### src/rtl/l1tc_pkg.sv
`timescale 1ns/1ps
package l1tc_pkg;
  localparam int CFG_W    = 3;
  localparam int CFG_EN   = 0;
  localparam int CFG_LOCK = 1;
  localparam int CFG_FINV = 2;

  typedef enum logic [1:0] {
    ACC_NONE   = 2'd0,
    ACC_HIT    = 2'd1,
    ACC_FILL   = 2'd2,
    ACC_SINGLE = 2'd3
  } acc_kind_e;
endpackage

### src/rtl/l1tc_cfg_seq.sv
`timescale 1ns/1ps
// Control register and flash-invalidate set walker.
module l1tc_cfg_seq
  import l1tc_pkg::*;
#(
  parameter  int SETS  = 16,
  localparam int SET_W = $clog2(SETS)
) (
  input  logic             clk,
  input  logic             rst_n,
  input  logic             cfg_we,
  input  logic [CFG_W-1:0] cfg_wdata,
  output logic [CFG_W-1:0] cfg_q,
  output logic             busy,
  output logic [SET_W-1:0] clr_set
);
  logic             en_q, en_d;
  logic             lock_q, lock_d;
  logic             finv_q, finv_d;
  logic             busy_q, busy_d;
  logic [SET_W-1:0] cnt_q, cnt_d;
  logic             start, go_inv, last;

  always_comb begin
    start  = cfg_we & cfg_wdata[CFG_FINV] & ~busy_q;
    go_inv = start & cfg_wdata[CFG_EN];
    last   = busy_q & (cnt_q == SET_W'(SETS - 1));
    en_d   = cfg_we ? cfg_wdata[CFG_EN]   : en_q;
    lock_d = cfg_we ? cfg_wdata[CFG_LOCK] : lock_q;
    finv_d = start;
    busy_d = busy_q;
    cnt_d  = cnt_q;
    if (go_inv) begin
      busy_d = 1'b1;
      cnt_d  = '0;
    end else if (busy_q) begin
      cnt_d  = cnt_q + 1'b1;
      if (last) busy_d = 1'b0;
    end
  end

  always_ff @(posedge clk or negedge rst_n) begin
    if (!rst_n) begin
      en_q   <= 1'b0;
      lock_q <= 1'b0;
      finv_q <= 1'b0;
      busy_q <= 1'b0;
      cnt_q  <= '0;
    end else begin
      en_q   <= en_d;
      lock_q <= lock_d;
      finv_q <= finv_d;
      busy_q <= busy_d;
      cnt_q  <= cnt_d;
    end
  end

  always_comb begin
    cfg_q           = '0;
    cfg_q[CFG_EN]   = en_q;
    cfg_q[CFG_LOCK] = lock_q;
    cfg_q[CFG_FINV] = finv_q;
    busy            = busy_q;
    clr_set         = cnt_q;
  end
endmodule

### src/rtl/l1tc_tag_store.sv
`timescale 1ns/1ps
// Tag and valid storage with a core port, a snoop port and a set clear.
module l1tc_tag_store #(
  parameter  int SETS  = 16,
  parameter  int WAYS  = 8,
  parameter  int TAG_W = 8,
  localparam int SET_W = $clog2(SETS),
  localparam int WAY_W = $clog2(WAYS)
) (
  input  logic             clk,
  input  logic             rst_n,
  input  logic [SET_W-1:0] core_set,
  input  logic [TAG_W-1:0] core_tag,
  output logic [WAYS-1:0]  core_hit_vec,
  output logic [WAYS-1:0]  core_valid_vec,
  input  logic [SET_W-1:0] snp_set,
  input  logic [TAG_W-1:0] snp_tag,
  output logic [WAYS-1:0]  snp_hit_vec,
  input  logic             fill_en,
  input  logic [SET_W-1:0] fill_set,
  input  logic [WAY_W-1:0] fill_way,
  input  logic [TAG_W-1:0] fill_tag,
  input  logic             sinv_en,
  input  logic [SET_W-1:0] sinv_set,
  input  logic [WAYS-1:0]  sinv_vec,
  input  logic             clr_en,
  input  logic [SET_W-1:0] clr_set
);
  logic [WAYS-1:0]  valid_q [SETS];
  logic [WAYS-1:0]  valid_d [SETS];
  logic [TAG_W-1:0] tag_q   [SETS][WAYS];

  always_comb begin
    for (int s = 0; s < SETS; s++) begin
      for (int w = 0; w < WAYS; w++) begin
        valid_d[s][w] = valid_q[s][w];
        if (fill_en && fill_set == SET_W'(s) && fill_way == WAY_W'(w))
          valid_d[s][w] = 1'b1;
        if (sinv_en && sinv_set == SET_W'(s) && sinv_vec[w])
          valid_d[s][w] = 1'b0;
        if (clr_en && clr_set == SET_W'(s))
          valid_d[s][w] = 1'b0;
      end
    end
  end

  always_ff @(posedge clk or negedge rst_n) begin
    if (!rst_n) begin
      for (int s = 0; s < SETS; s++) valid_q[s] <= '0;
    end else begin
      for (int s = 0; s < SETS; s++) valid_q[s] <= valid_d[s];
    end
  end

  always_ff @(posedge clk) begin
    if (fill_en) tag_q[fill_set][fill_way] <= fill_tag;
  end

  assign core_valid_vec = valid_q[core_set];

  for (genvar w = 0; w < WAYS; w++) begin : g_cmp
    assign core_hit_vec[w] = valid_q[core_set][w] & (tag_q[core_set][w] == core_tag);
    assign snp_hit_vec[w]  = valid_q[snp_set][w]  & (tag_q[snp_set][w]  == snp_tag);
  end
endmodule

### src/rtl/l1tc_plru_store.sv
`timescale 1ns/1ps
// Per-set binary-tree replacement state and victim choice.
module l1tc_plru_store #(
  parameter  int SETS  = 16,
  parameter  int WAYS  = 8,
  localparam int SET_W = $clog2(SETS),
  localparam int WAY_W = $clog2(WAYS),
  localparam int NODES = WAYS - 1
) (
  input  logic             clk,
  input  logic             rst_n,
  input  logic [SET_W-1:0] rd_set,
  input  logic [WAYS-1:0]  valid_vec,
  output logic [WAY_W-1:0] victim,
  input  logic             upd_en,
  input  logic [SET_W-1:0] upd_set,
  input  logic [WAY_W-1:0] upd_way,
  input  logic             clr_en,
  input  logic [SET_W-1:0] clr_set
);
  logic [NODES-1:0] tree_q [SETS];
  logic [NODES-1:0] tree_d [SETS];

  function automatic logic [NODES-1:0] touch(input logic [NODES-1:0] t,
                                             input logic [WAY_W-1:0] way);
    logic [NODES-1:0] r;
    int n;
    r = t;
    n = 0;
    for (int l = WAY_W - 1; l >= 0; l--) begin
      r[n] = ~way[l];
      n    = 2 * n + 1 + int'(way[l]);
    end
    return r;
  endfunction

  function automatic logic [WAY_W-1:0] walk(input logic [NODES-1:0] t);
    logic [WAY_W-1:0] v;
    logic b;
    int n;
    v = '0;
    n = 0;
    for (int l = WAY_W - 1; l >= 0; l--) begin
      b    = t[n];
      v[l] = b;
      n    = 2 * n + 1 + int'(b);
    end
    return v;
  endfunction

  logic             any_inv;
  logic [WAY_W-1:0] first_inv;

  always_comb begin
    any_inv   = 1'b0;
    first_inv = '0;
    for (int w = WAYS - 1; w >= 0; w--) begin
      if (!valid_vec[w]) begin
        any_inv   = 1'b1;
        first_inv = WAY_W'(w);
      end
    end
    victim = any_inv ? first_inv : walk(tree_q[rd_set]);
  end

  always_comb begin
    for (int s = 0; s < SETS; s++) begin
      tree_d[s] = tree_q[s];
      if (upd_en && upd_set == SET_W'(s)) tree_d[s] = touch(tree_q[s], upd_way);
      if (clr_en && clr_set == SET_W'(s)) tree_d[s] = '0;
    end
  end

  always_ff @(posedge clk or negedge rst_n) begin
    if (!rst_n) begin
      for (int s = 0; s < SETS; s++) tree_q[s] <= '0;
    end else begin
      for (int s = 0; s < SETS; s++) tree_q[s] <= tree_d[s];
    end
  end
endmodule

### src/rtl/l1_tag_ctrl.sv
`timescale 1ns/1ps
// Lockable L1 tag controller: lookup decision, snoop handling, result registers.
module l1_tag_ctrl
  import l1tc_pkg::*;
#(
  parameter  int SETS  = 16,
  parameter  int WAYS  = 8,
  parameter  int TAG_W = 8,
  localparam int SET_W = $clog2(SETS),
  localparam int WAY_W = $clog2(WAYS)
) (
  input  logic             clk,
  input  logic             rst_n,
  input  logic             cfg_we,
  input  logic [CFG_W-1:0] cfg_wdata,
  output logic [CFG_W-1:0] cfg_rdata,
  output logic             busy,
  input  logic             req_valid,
  input  logic [SET_W-1:0] req_set,
  input  logic [TAG_W-1:0] req_tag,
  input  logic             req_inhibit,
  output logic             req_ready,
  output logic             rsp_valid,
  output logic             rsp_hit,
  output logic [WAY_W-1:0] rsp_way,
  output logic             bus_req,
  output logic             bus_single,
  output logic             bus_ci,
  output logic [SET_W-1:0] bus_set,
  output logic [TAG_W-1:0] bus_tag,
  input  logic             snp_valid,
  input  logic [SET_W-1:0] snp_set,
  input  logic [TAG_W-1:0] snp_tag,
  input  logic             snp_inval,
  output logic             snp_hit
);
  // reset: asserted asynchronously, released on the clock
  logic rst_s1, rst_sn;
  always_ff @(posedge clk or negedge rst_n) begin
    if (!rst_n) begin
      rst_s1 <= 1'b0;
      rst_sn <= 1'b0;
    end else begin
      rst_s1 <= 1'b1;
      rst_sn <= rst_s1;
    end
  end

  logic [CFG_W-1:0] cfg_q;
  logic             busy_i;
  logic [SET_W-1:0] clr_set;

  l1tc_cfg_seq #(.SETS(SETS)) u_cfg (
    .clk(clk), .rst_n(rst_sn), .cfg_we(cfg_we), .cfg_wdata(cfg_wdata),
    .cfg_q(cfg_q), .busy(busy_i), .clr_set(clr_set)
  );

  logic [WAYS-1:0]  hit_vec, valid_vec, snp_vec;
  logic [WAY_W-1:0] victim, hit_way, upd_way;
  logic             accept, cacheable, hit_any, snp_go;
  acc_kind_e        kind;

  l1tc_tag_store #(.SETS(SETS), .WAYS(WAYS), .TAG_W(TAG_W)) u_tags (
    .clk(clk), .rst_n(rst_sn),
    .core_set(req_set), .core_tag(req_tag),
    .core_hit_vec(hit_vec), .core_valid_vec(valid_vec),
    .snp_set(snp_set), .snp_tag(snp_tag), .snp_hit_vec(snp_vec),
    .fill_en(kind == ACC_FILL), .fill_set(req_set), .fill_way(victim), .fill_tag(req_tag),
    .sinv_en(snp_go & snp_inval), .sinv_set(snp_set), .sinv_vec(snp_vec),
    .clr_en(busy_i), .clr_set(clr_set)
  );

  l1tc_plru_store #(.SETS(SETS), .WAYS(WAYS)) u_plru (
    .clk(clk), .rst_n(rst_sn),
    .rd_set(req_set), .valid_vec(valid_vec), .victim(victim),
    .upd_en(kind == ACC_HIT || kind == ACC_FILL), .upd_set(req_set), .upd_way(upd_way),
    .clr_en(busy_i), .clr_set(clr_set)
  );

  always_comb begin
    hit_way = '0;
    for (int w = 0; w < WAYS; w++) begin
      if (hit_vec[w]) hit_way = WAY_W'(w);
    end
  end

  // lookup decision
  always_comb begin
    accept    = req_valid & ~busy_i;
    cacheable = cfg_q[CFG_EN] & ~req_inhibit;
    hit_any   = cacheable & (|hit_vec);
    if (!accept)                           kind = ACC_NONE;
    else if (hit_any)                      kind = ACC_HIT;
    else if (cacheable && !cfg_q[CFG_LOCK]) kind = ACC_FILL;
    else                                   kind = ACC_SINGLE;
    upd_way = (kind == ACC_HIT) ? hit_way : victim;
    snp_go  = snp_valid & cfg_q[CFG_EN] & ~busy_i;
  end

  // result registers: next state
  logic             rsp_valid_q, rsp_valid_d;
  logic             rsp_hit_q, rsp_hit_d;
  logic [WAY_W-1:0] rsp_way_q, rsp_way_d;
  logic             bus_req_q, bus_req_d;
  logic             bus_single_q, bus_single_d;
  logic             bus_ci_q, bus_ci_d;
  logic [SET_W-1:0] bus_set_q;
  logic [TAG_W-1:0] bus_tag_q;
  logic             snp_hit_q, snp_hit_d;

  always_comb begin
    rsp_valid_d  = accept;
    rsp_hit_d    = (kind == ACC_HIT);
    rsp_way_d    = (kind == ACC_HIT || kind == ACC_FILL) ? upd_way : '0;
    bus_req_d    = (kind == ACC_FILL) || (kind == ACC_SINGLE);
    bus_single_d = (kind == ACC_SINGLE);
    bus_ci_d     = accept & req_inhibit;
    snp_hit_d    = snp_go & (|snp_vec);
  end

  always_ff @(posedge clk or negedge rst_sn) begin
    if (!rst_sn) begin
      rsp_valid_q  <= 1'b0;
      rsp_hit_q    <= 1'b0;
      rsp_way_q    <= '0;
      bus_req_q    <= 1'b0;
      bus_single_q <= 1'b0;
      bus_ci_q     <= 1'b0;
      snp_hit_q    <= 1'b0;
    end else begin
      rsp_valid_q  <= rsp_valid_d;
      rsp_hit_q    <= rsp_hit_d;
      rsp_way_q    <= rsp_way_d;
      bus_req_q    <= bus_req_d;
      bus_single_q <= bus_single_d;
      bus_ci_q     <= bus_ci_d;
      snp_hit_q    <= snp_hit_d;
    end
  end

  always_ff @(posedge clk or negedge rst_sn) begin
    if (!rst_sn) begin
      bus_set_q <= '0;
      bus_tag_q <= '0;
    end else if (accept) begin
      bus_set_q <= req_set;
      bus_tag_q <= req_tag;
    end
  end

  assign cfg_rdata  = cfg_q;
  assign busy       = busy_i;
  assign req_ready  = ~busy_i;
  assign rsp_valid  = rsp_valid_q;
  assign rsp_hit    = rsp_hit_q;
  assign rsp_way    = rsp_way_q;
  assign bus_req    = bus_req_q;
  assign bus_single = bus_single_q;
  assign bus_ci     = bus_ci_q;
  assign bus_set    = bus_set_q;
  assign bus_tag    = bus_tag_q;
  assign snp_hit    = snp_hit_q;
endmodule

### config.mk
export PLATFORM = sky130hd
export DESIGN_NAME = l1_tag_ctrl
export DESIGN_NICKNAME = d
export VERILOG_FILES = /design/src/rtl/l1tc_pkg.sv /design/src/rtl/l1tc_cfg_seq.sv /design/src/rtl/l1tc_tag_store.sv /design/src/rtl/l1tc_plru_store.sv /design/src/rtl/l1_tag_ctrl.sv
export SDC_FILE = /design/constraint.sdc
export NUM_CORES = 2
export LEC_CHECK = 0
export CORE_ASPECT_RATIO = 1.5
export CORE_MARGIN = 4
export CORE_UTILIZATION = 35
export DETAILED_ROUTE_END_ITERATION = 16
export PLACE_DENSITY = 0.61
export SYNTH_ARGS = -nofsm -noshare
export SYNTH_HDL_FRONTEND = slang
export SYNTH_SLANG_ARGS = --single-unit
### constraint.sdc
create_clock -name clk -period 8.5 [get_ports clk]
set_clock_uncertainty 0.15 [all_clocks]
set_input_delay 1.7 -clock clk [delete_from_list [all_inputs] [get_ports clk]]
set_output_delay 1.7 -clock clk [all_outputs]
set_load 0.01 [all_outputs]
==> results by group <==
CTS
  • H-tree lvl count: 3
  • CTS tree: built
  • CTS Buffer Depth: 3
  • Skew-Pair Late Insertion Delay: 0.77 ns
  • Number of gates resized after cts: 0
  • Root Driver: clkbuf_16
  • Cts hold-fix bufs: 0
  • Num CTS Buffers: between 100 and 150
  • Clk sink count: 1,295
  • Clock slew at reported path FFs: 0.07 ns
  • Post-CTS Setup Repair Bufs: 0

Worst setup path
  • Critical path required time: around 9 ns
  • CP Class: in2reg
  • CP endpoint kind: flop
  • WP buf/inv: 7
  • Worst path slowest cell: nor4_1
  • Largest delay share family, worst path: simple AND/OR/NAND/NOR gates
  • CP Launch Type: input pin
  • Critical path peak fanout: 31
  • Critical path arrival: around 8.2 ns
  • Slowest stage delay, CP: about 0.87 ns
  • Crit path top cell by count: buf_4

Detailed routing
  • Via count: 40,600
  • DR vias/cell: approximately 6.2
  • Drt pass-1 iters: 6
  • DRC: 0
  • Post-Route WL: roughly 220 mm
  • Avg WL per Cell: about 34 um
  • Antenna Violating Nets Remaining: 0
  • DR iter-0 viols: just over 5,000

Synthesis
  • Ys async rst share: between 20% and 30%
  • Post-synth top flop: edfxtp_1
  • Syn Area/Cell: around 17 um^2
  • Mapped Area: about 0.064 mm^2
  • Post-Synthesis Cells: 3,800
  • Synth Net Count: a little under 4,000
  • Number of flops mapped to enable cells by yosys: approximately 1,000
  • Sequential area share after synthesis: about three fifths
  • Synthesis-stage register bit count: about 1,300
  • Synth Warn #: 0
  • Synth cell types: 84

Run status
  • Status: completed

STA
  • Max transition margin: between 10 and 15%
  • F_max: roughly 0.13 GHz
  • Setup TNS: 0 ns
  • Worst-Margin Slew: 1.29 ns
  • Min cycle time layout: around 7.7 ns
  • RSZ-0062 raised after global routing: false
  • Fin crit share: 90.6%
  • Max Slew Vio Count: 0
  • Final Hold Viols: 0
  • # setup viols final: 0

Layout
  • Commonest non-fill, non-tap cell in the layout: edfxtp_1
  • Most frequent cells in the layout: edfxtp_1, mux4_2, buf_4
  • Layout cells sized above 1: a little under a third
  • Layout area overhead: 13.8%
  • Util after Layout: about 40%
  • Final #Nets: roughly 4,000

Power and ir drop
  • Sw Share: a little over a quarter
  • VDD IR max: roughly 0.21 mV
  • Combinational power share: about 15%
  • Clk pwr share: about 37%
  • Leak pwr: 24.7 nW
  • Pwr per Cell Area: 207 mW/mm^2
  • Sequential share of power: between 40 and 50%
  • Pint: 11.1 mW
  • Net Sw Power: 4.03 mW

Worst hold path
  • HP Class: reg2async

Floorplanning
  • Die Y: 533 um
  • Core area: approximately 0.18 mm^2
  • Die Area: 0.191 mm^2
  • Initial Utilization: 35.2%
  • # rows: roughly 190
  • I/O pins: 60
  • Die Wd: between 300 and 400 um

Global route
  • First-pass GRT wire length: around 310 mm
  • Initial antenna violation count: 2
  • GRT Residual Overflow: 0
  • GRT Overall Usage: a little under a quarter
  • Largest net degree at the start of global routing: roughly 100
  • Vias in the first global route: between 40,000 and 50,000

Placement
  • Gp weighted congestion: 0.981
  • IO Port Bufs: between 50 and 60
  • Hpwl dp: about 150 mm

Run
  • Max Cap Viol: 0
## cell families (layout without fill, tap and decap cells)
family | after synthesis | after routing | share of synthesized area [%]
AO/OA/AOI/OAI | 615 | 615 | 6.99
XOR/XNOR | 157 | 157 | 2.15
adder cells (fa/ha/maj) | 12 | 12 | 0.234
buffers and inverters | 330 | 619 | 2.82
flip-flops | 1295 | 1295 | 58.4
multiplexers | 828 | 828 | 25.2
other | 1 | 6 | 0.00584
AND/OR/NAND/NOR | 562 | 562 | 4.14
## power groups by stage
stage | registers, mW | logic [mW] | clock network [mW]
after CTS | 7.24 | 2.21 | 5.72
after detailed placement | 7.37 | 2.21 | 0
after global placement | 7.36 | 2.18 | 0
after floorplan | 7.33 | 1.41 | 0
final | 7.25 | 2.23 | 5.65
after global routing | 7.26 | 2.34 | 5.99
## stage by stage
step                      std cells  instance area [um^2]  setup slack, ns  hold WS [ns]  total power, mW
after floorplan                3800                 64200            0.238         0.181             8.73
after global placement         6292                 69000            0.228         0.114             9.55
after detailed placement       6292                 69000            0.199         0.113             9.58
after CTS                      6514                 73100            0.948         0.117             15.2
after global routing           6515                 73100            0.547         0.136             15.6
final                          6519                 73100            0.802         0.105             15.1
## synth_stat cells, types with 26 or more instances
| cell type | n | area, um^2 |
|---|---|---|
| a21oi_1 | 195 | 976 |
| a22oi_1 | 62 | 465 |
| a311oi_1 | 67 | 587 |
| buf_1 | 43 | 161 |
| buf_2 | 73 | 365 |
| buf_6 | 26 | 293 |
| clkbuf_1 | 132 | 495 |
| dfrtp_1 | 271 | 6780 |
| edfxtp_1 | 1024 | 30700 |
| mux2_2 | 33 | 372 |
| mux2i_1 | 175 | 1750 |
| mux4_1 | 29 | 762 |
| mux4_2 | 591 | 13300 |
| nand2_1 | 129 | 484 |
| nand3_1 | 86 | 430 |
| nor2_1 | 180 | 676 |
| nor3_1 | 35 | 175 |
| o21a_1 | 81 | 608 |
| o21ai_0 | 48 | 240 |
| o221a_2 | 50 | 563 |
| xnor2_1 | 81 | 709 |
| xor2_1 | 75 | 657 |
## flip-flops by register name, summed over array words and instances, names as in the netlist, 3 cells and up
register / cells
bus_tag: 8
u_tags.tag_q: 1024
u_tags.valid_q: 128
rsp_way: 3
bus_set: 4
u_plru.tree_q: 112
u_cfg.clr_set: 4
## cell type report
cell class / count / area (um^2)
Inverter: 15 / 56.3
Sequential cell: 1295 / 37500
Tap cell: 2425 / 3030
Multi-Input combinational cell: 2175 / 25000
Timing Repair Buffer: 382 / 3390
Clock buffer: 148 / 3220
Antenna cell: 5 / 12.5
Clock inverter: 74 / 861
Fill cell: 16600 / 109000
## metal layers
metal	vias to the layer above	part of all wire, %	wire length [um]	global-route usage (%)
li1	16100	-	-	-
met1	21600	35	75800	26.4
met2	2280	50	110000	38.8
met3	593	7.4	16100	3.76
met4	0	7.6	16600	13.6
met5	-	0	0	0
## worst register-to-register path: cells and delay by family, from the launching register on
kind                       cells  cell delay, ns
muxes                          1            0.51
DFF                            1            0.39
AOI/OAI and AO/OA              8            1.65
and+or+nand+nor                8            1.97
buffers and inverters          4            0.84
adders and majority gates      2            0.53
xor gates and xnor gates       1            0.22
## worst paths after layout
check	startpoint	end	slack, ns	cells past startpoint
min	rst_sn$_DFF_PN0_	u_plru.tree_q[60]$_DFFE_PN0P_	0.10	0
min in group clk	rst_s1$_DFF_PN0_	rst_sn$_DFF_PN0_	0.20	0
max	req_set[0]	u_plru.tree_q[1]$_DFFE_PN0P_	0.80	26
min reg2reg	rst_sn$_DFF_PN0_	u_plru.tree_q[60]$_DFFE_PN0P_	0.10	0
max reg2reg	u_tags.tag_q[10][21]$_DFFE_PP_	u_plru.tree_q[1]$_DFFE_PN0P_	2.16	24
max in group asynchronous	rst_sn$_DFF_PN0_	u_tags.valid_q[109]$_DFFE_PN0P_	6.23	2
Note: power is estimated with default switching activity, not from simulation.
